File: config.mk
export PLATFORM = sky130hd
export DESIGN_NAME = cfg_req_issuer
export DESIGN_NICKNAME = d
export VERILOG_FILES = /design/src/rtl/cfg_req_pkg.sv /design/src/rtl/cfg_root_reg.sv /design/src/rtl/cfg_hdr_pack.sv /design/src/rtl/cfg_beat_seq.sv /design/src/rtl/cfg_req_issuer.sv
export SDC_FILE = /design/constraint.sdc
export NUM_CORES = 1
export LEC_CHECK = 0
export BUFFER_PORTS_ARGS = -buffer_cell sky130_fd_sc_hd__buf_2
export CAP_MARGIN = 20
export CORE_ASPECT_RATIO = 1.2
export CORE_MARGIN = 1.5
export CORE_UTILIZATION = 46
export DETAILED_ROUTE_END_ITERATION = 10
export PLACE_DENSITY = 0.73
export SYNTH_ARGS = -nofsm -noshare
export SYNTH_HDL_FRONTEND = slang
export SYNTH_SLANG_ARGS = --single-unit
File: constraint.sdc
create_clock -name clk -period 1.5 [get_ports clk]
set_input_delay 0.15 -clock clk [delete_from_list [all_inputs] [get_ports clk]]
set_output_delay 0.15 -clock clk [all_outputs]
set_load 0.03 [all_outputs]
File: src/rtl/cfg_req_pkg.sv
package cfg_req_pkg;
  localparam int BUS_W  = 8;
  localparam int DEV_W  = 5;
  localparam int FN_W   = 3;
  localparam int OFS_W  = 12;
  localparam int BE_W   = 4;
  localparam int WORD_W = 32;
  localparam int N_BEATS = 4;

  localparam logic [7:0] FT_RD_T0 = 8'h04;
  localparam logic [7:0] FT_WR_T0 = 8'h44;
  localparam logic [7:0] FT_RD_T1 = 8'h05;
  localparam logic [7:0] FT_WR_T1 = 8'h45;
  localparam logic [7:0] TAG_RD   = 8'h1D;
  localparam logic [7:0] TAG_WR   = 8'h10;
  localparam logic [9:0] LEN_ONE  = 10'd1;

  typedef struct packed {
    logic              wr;
    logic [BUS_W-1:0]  bus;
    logic [DEV_W-1:0]  dev;
    logic [FN_W-1:0]   fn;
    logic [OFS_W-1:0]  ofs;
    logic [BE_W-1:0]   be;
    logic [WORD_W-1:0] wdata;
  } cfg_req_t;

  typedef logic [N_BEATS-1:0][WORD_W-1:0] cfg_frame_t;
endpackage

File: src/rtl/cfg_root_reg.sv
module cfg_root_reg #(
  parameter int W = 8
) (
  input  logic         clk,
  input  logic         rst,
  input  logic         ld,
  input  logic [W-1:0] din,
  output logic [W-1:0] q
);
  always_ff @(posedge clk) begin
    if (rst)     q <= '0;
    else if (ld) q <= din;
  end

  // a load strobe takes effect on the next edge
  p_root_load_r12: assert property (@(posedge clk) disable iff (rst)
    ld |=> (q == $past(din)));
endmodule

File: src/rtl/cfg_hdr_pack.sv
module cfg_hdr_pack
  import cfg_req_pkg::*;
(
  input  cfg_req_t         req,
  input  logic [BUS_W-1:0] root,
  output cfg_frame_t       frame
);
  logic [BUS_W-1:0] child_bus;
  logic             near;
  logic [7:0]       fmt;
  logic [7:0]       tag;

  always_comb begin
    child_bus = root + BUS_W'(1);
    near      = (req.bus == child_bus);
    if (req.wr) begin
      fmt = near ? FT_WR_T0 : FT_WR_T1;
      tag = TAG_WR;
    end else begin
      fmt = near ? FT_RD_T0 : FT_RD_T1;
      tag = TAG_RD;
    end
    frame[0] = {fmt, 14'd0, LEN_ONE};
    frame[1] = {root, 8'h00, tag, 4'h0, req.be};
    frame[2] = {req.bus, req.dev, req.fn, 4'h0, req.ofs[OFS_W-1:2], 2'b00};
    frame[3] = req.wr ? req.wdata : '0;
  end
endmodule

File: src/rtl/cfg_beat_seq.sv
module cfg_beat_seq #(
  parameter int WORD_W  = 32,
  parameter int N_BEATS = 4
) (
  input  logic                           clk,
  input  logic                           rst,
  input  logic                           load,
  input  logic [N_BEATS-1:0][WORD_W-1:0] frame_in,
  output logic                           busy,
  input  logic                           tx_ready,
  output logic                           tx_valid,
  output logic [WORD_W-1:0]              tx_data,
  output logic                           tx_sop,
  output logic                           tx_eop,
  output logic                           done
);
  localparam int IDX_W = (N_BEATS > 1) ? $clog2(N_BEATS) : 1;
  localparam logic [IDX_W-1:0] LAST = IDX_W'(N_BEATS - 1);

  logic [N_BEATS-1:0][WORD_W-1:0] frame_q;
  logic [IDX_W-1:0]               idx;

  always_ff @(posedge clk) begin
    if (rst) begin
      frame_q <= '0;
      idx     <= '0;
      busy    <= 1'b0;
      done    <= 1'b0;
    end else begin
      done <= 1'b0;
      if (load) begin
        frame_q <= frame_in;
        idx     <= '0;
        busy    <= 1'b1;
      end else if (busy && tx_ready) begin
        if (idx == LAST) begin
          busy <= 1'b0;
          done <= 1'b1;
          idx  <= '0;
        end else begin
          idx <= idx + IDX_W'(1);
        end
      end
    end
  end

  assign tx_valid = busy;
  assign tx_data  = frame_q[idx];
  assign tx_sop   = busy && (idx == '0);
  assign tx_eop   = busy && (idx == LAST);

  // a stalled beat holds
  p_stall_hold_r9: assert property (@(posedge clk) disable iff (rst)
    (tx_valid && !tx_ready) |=> (tx_valid && $stable(tx_data) && $stable(tx_sop) && $stable(tx_eop)));
  // every frame opens with the start marker
  p_sop_first_r7: assert property (@(posedge clk) disable iff (rst)
    $rose(tx_valid) |-> tx_sop);
  // markers never coincide
  p_markers_excl_r7: assert property (@(posedge clk) disable iff (rst)
    !(tx_sop && tx_eop));
  // done follows the taken end beat
  p_done_after_eop_r11: assert property (@(posedge clk) disable iff (rst)
    (tx_valid && tx_ready && tx_eop) |=> done);
  // done only after a taken end beat
  p_done_cause_r11: assert property (@(posedge clk) disable iff (rst)
    $rose(done) |-> $past(tx_valid && tx_ready && tx_eop));
  // a frame in flight is never reloaded
  p_no_reload_r10: assert property (@(posedge clk) disable iff (rst)
    busy |-> !load);
endmodule

File: src/rtl/cfg_req_issuer.sv
module cfg_req_issuer
  import cfg_req_pkg::*;
(
  input  logic              clk,
  input  logic              rst,
  input  logic              root_wr,
  input  logic [BUS_W-1:0]  root_wdata,
  input  logic              req_valid,
  output logic              req_ready,
  input  logic              req_write,
  input  logic [BUS_W-1:0]  req_bus,
  input  logic [DEV_W-1:0]  req_dev,
  input  logic [FN_W-1:0]   req_func,
  input  logic [OFS_W-1:0]  req_offset,
  input  logic [BE_W-1:0]   req_be,
  input  logic [WORD_W-1:0] req_wdata,
  output logic              tx_valid,
  input  logic              tx_ready,
  output logic [WORD_W-1:0] tx_data,
  output logic              tx_sop,
  output logic              tx_eop,
  output logic              done
);
  cfg_req_t         req;
  cfg_frame_t       frame;
  logic [BUS_W-1:0] root_q;
  logic             busy;
  logic             accept;

  assign req = '{wr: req_write, bus: req_bus, dev: req_dev, fn: req_func,
                 ofs: req_offset, be: req_be, wdata: req_wdata};
  assign req_ready = !busy;
  assign accept    = req_valid && req_ready;

  cfg_root_reg #(.W(BUS_W)) u_root (
    .clk(clk), .rst(rst), .ld(root_wr), .din(root_wdata), .q(root_q)
  );

  cfg_hdr_pack u_pack (
    .req(req), .root(root_q), .frame(frame)
  );

  cfg_beat_seq #(.WORD_W(WORD_W), .N_BEATS(N_BEATS)) u_seq (
    .clk(clk), .rst(rst), .load(accept), .frame_in(frame), .busy(busy),
    .tx_ready(tx_ready), .tx_valid(tx_valid), .tx_data(tx_data),
    .tx_sop(tx_sop), .tx_eop(tx_eop), .done(done)
  );

  // the request side is closed while beats are pending
  p_closed_busy_r10: assert property (@(posedge clk) disable iff (rst)
    tx_valid |-> !req_ready);
  // an accepted request opens a frame
  p_accept_opens_r10: assert property (@(posedge clk) disable iff (rst)
    (req_valid && req_ready) |=> (tx_valid && tx_sop));
endmodule

==> key figures <==
Synth
  – Main area contributors after synthesis: dfxtp_1 48%, mux2i_1 9.7%, nand2_1 8.3%
  – Most common cell in the netlist: dfxtp_1
  – Top FF cell, synth: dfxtp_1
  – Dominant cell type by area after synthesis: dfxtp_1
  – Synthesized instance count: 403
  – Async set or reset register ratio after synthesis: 0%
  – Post-Syn Area per Cell: about 9 sq um
  – Number of synthesized flops with an enable pin: 0
  – Synthesized net count: 484
  – YS warnings: 0
  – Synth top cells by count: 86 x dfxtp_1, 79 x nand2_1, 41 x a21oi_1, 35 x mux2i_1, 32 x a22o_1
  – #FFs+latches synth: between 80 and 90
  – Seq/Total Area, Yosys: 47.9%
  – Area share of the largest cell type after synthesis: a little under half
  – Unique masters post-synth: 30
  – Post-synth design cell area: roughly 3600 sq um

Clock tree
  – Clock root buffer: clkbuf_8
  – H-Tree Depth: 3
  – Clock transition at path regs: about 100 ps
  – Inserted Clock Buffers: 9
  – CTS tree: built
  – Number of clock sinks: 86
  – Max Root-Sink Buffers: 2
  – Clock latency on the worst-skew pair: 360 ps

Power
  – Gate power share: between 10% and 20%
  – Net Sw Frac: between 20% and 30%
  – Power share of the clock group: around 37%
  – Seq pwr share: between 50% and 60%
  – Static leakage: ~2.0 nW
  – Worst vdd ir: about 0.00066 V
  – PwrDens: around 1000 nW/um^2
  – Cell internal pwr: ~3.6 mW
  – Sw power: between 1 and 1.5 mW

Floorplanning
  – Core Footprint: around 7600 sq um
  – Starting Density: between 40% and 50%
  – Die ar.: 8350 sq um
  – Die height: around 100 um
  – Site Rows: 35
  – Top Ports: ~120
  – Die W: ~84 um

Status
  – Status: complete, but fails checks
  – Failing checks: negative setup slack

Timing
  – Post-route clock period utilization: 109%
  – Setup TNS: -2080 ps
  – Highest Clock Rate: roughly 600 MHz
  – Final Max Slew Viols: 0
  – Max_slew headroom: about 70%
  – Final hold violations: 0
  – Clock Skew: between 10 and 15 ps
  – Setup violations, final: 33
  – Min Clock Period, post-route: 1630 ps
  – RSZ-0062 raised after global routing: true
  – Final worst slack: -130 ps
  – Actual slew at the worst max-slew pin: ~450 ps

Route
  – M1 WL: 4.13 mm
  – Wire per inst: 15.3 um
  – DRC viols: 0
  – Detailed-route vias per instance: 5.35
  – Routed vias: 3335
  – Met3 wire len: ~450 um
  – Final wirelength: roughly 9.5 mm
  – Post-route ant nets: 0
  – DR top layer: met4
  – Initial DRC count: between 100 and 150
  – DR WL met2: about 4.7 mm
  – DRT Pass-1 Iters: 4

Worst setup path
  – CP Max Fanout: 7
  – CP arrival: about 1500 ps
  – Crit. End Element: primary output
  – Critical path type: reg2out
  – Setup crit start kind: flop
  – Worst EP required: 1350 ps

Placed design
  – Port Buffers: 112
  – Setup WS pre-CTS: 42.8 ps
  – DP HPWL: 6.55 mm
  – Gpl congestion: 0.835

Global route
  – Largest net degree at the start of global routing: 43
  – GRT Overall Usage: about 23%
  – Vias in the first global route: about 3100
  – Number of antenna violations at the first check in global routing: 0
  – Congestion Overflow GR: 0
  – Global-route wire length before repair: between 15 and 20 mm

Cells and area
  – ANT cells: 0
  – Fraction of layout cells with a size suffix above 1: around a third
  – Net count, final: 607
  – P&R area growth vs syn: 35.6%

Job
  – MaxCap Viol Count: 0

Hold path
  – Hold Path Class: in2reg
==> sequential cells by signal (all words and copies together) (netlist names) <==
register and cells:
u_seq.idx 2, u_root.q 8, u_seq.frame_q 74, u_seq.done 1, u_seq.busy 1
==> logic make-up after synthesis <==
logic type	after synthesis	share of synthesized area [%]
AOI/OAI and AO/OA	89	16.0
and+or+nand+nor	142	16.8
DFF	86	47.9
buffers and inverters	34	3.97
xor gates and xnor gates	11	2.68
muxes	38	11.6
adders and majority gates	3	1.04
==> power by group through the flow <==
stage,Combinational [mW],Clock [mW],Sequential (mW)
finish,0.627,1.83,2.46
global route,0.686,1.93,2.47
CTS,0.626,1.84,2.46
detailed placement,0.587,0,2.51
global placement,0.577,0,2.51
floorplan,0.350,0,2.50
==> final cells by class <==
class	count	area (sq um)
multi-input cells	283	1790
clock inverters	6	93.8
flip-flops and latches	86	1730
well taps	92	115
fillers	677	2750
inverters	3	11.3
repair buffers	143	1000
clock buffers	10	128
==> timing repair <==
action                                  4_1_cts  5_1_grt
gates resized for setup                      56       12
pin swaps                                     2        1
setup buffers                                 5        1
endpoints found under the hold margin         4        0
hold buffers                                  4        0
endpoints found under the setup margin       34       35
cloned                                        0        0
==> per-stage QoR <==
step                hold slack, ps  instances  power (mW)  utilization (%)  cell area, sq um
global route                  1.58        623        5.09             63.9              4870
CTS                          0.582        622        4.93             63.5              4840
finish                        6.28        623        4.91             63.9              4870
detailed placement             371        597        3.10             57.1              4350
global placement               357        597        3.08             57.1              4350
floorplan                      246        403        2.85                -              3590
==> cells in the final DEF (no fill, tap or decap), types with 6 or more instances in the layout <==
cell,n
clkbuf_8,9
buf_2,80
nand2_1,79
dfxtp_1,83
buf_4,40
nand3_1,13
buf_6,13
xnor2_1,6
nor2_1,31
a22o_1,32
o21ai_1,10
a21oi_1,41
mux2i_1,34
==> worst max-delay path, cell delays in order, from the launching register on <==
cell	delay (ps)
dfxtp_4	440
mux4_2	520
buf_6	160
==> per-layer routing <==
metal / vias up / GRT usage, %
met4: 0 / 8.70
met5: - / 0
met1: 1579 / 28.1
met2: 97 / 38.5
li1: 1640 / -
met3: 19 / 4.52
==> final timing paths <==
kind,to,depth (start not counted),from,slack (ps)
max,tx_data[30],2,u_seq.idx[0],-130
min,u_seq.frame_q[122],2,req_wdata[26],6
max reg2reg,u_seq.busy,6,u_seq.idx[1],110
min reg2reg,u_seq.frame_q[84],2,u_seq.frame_q[84],460
Note: power is estimated with default switching activity, not from simulation.
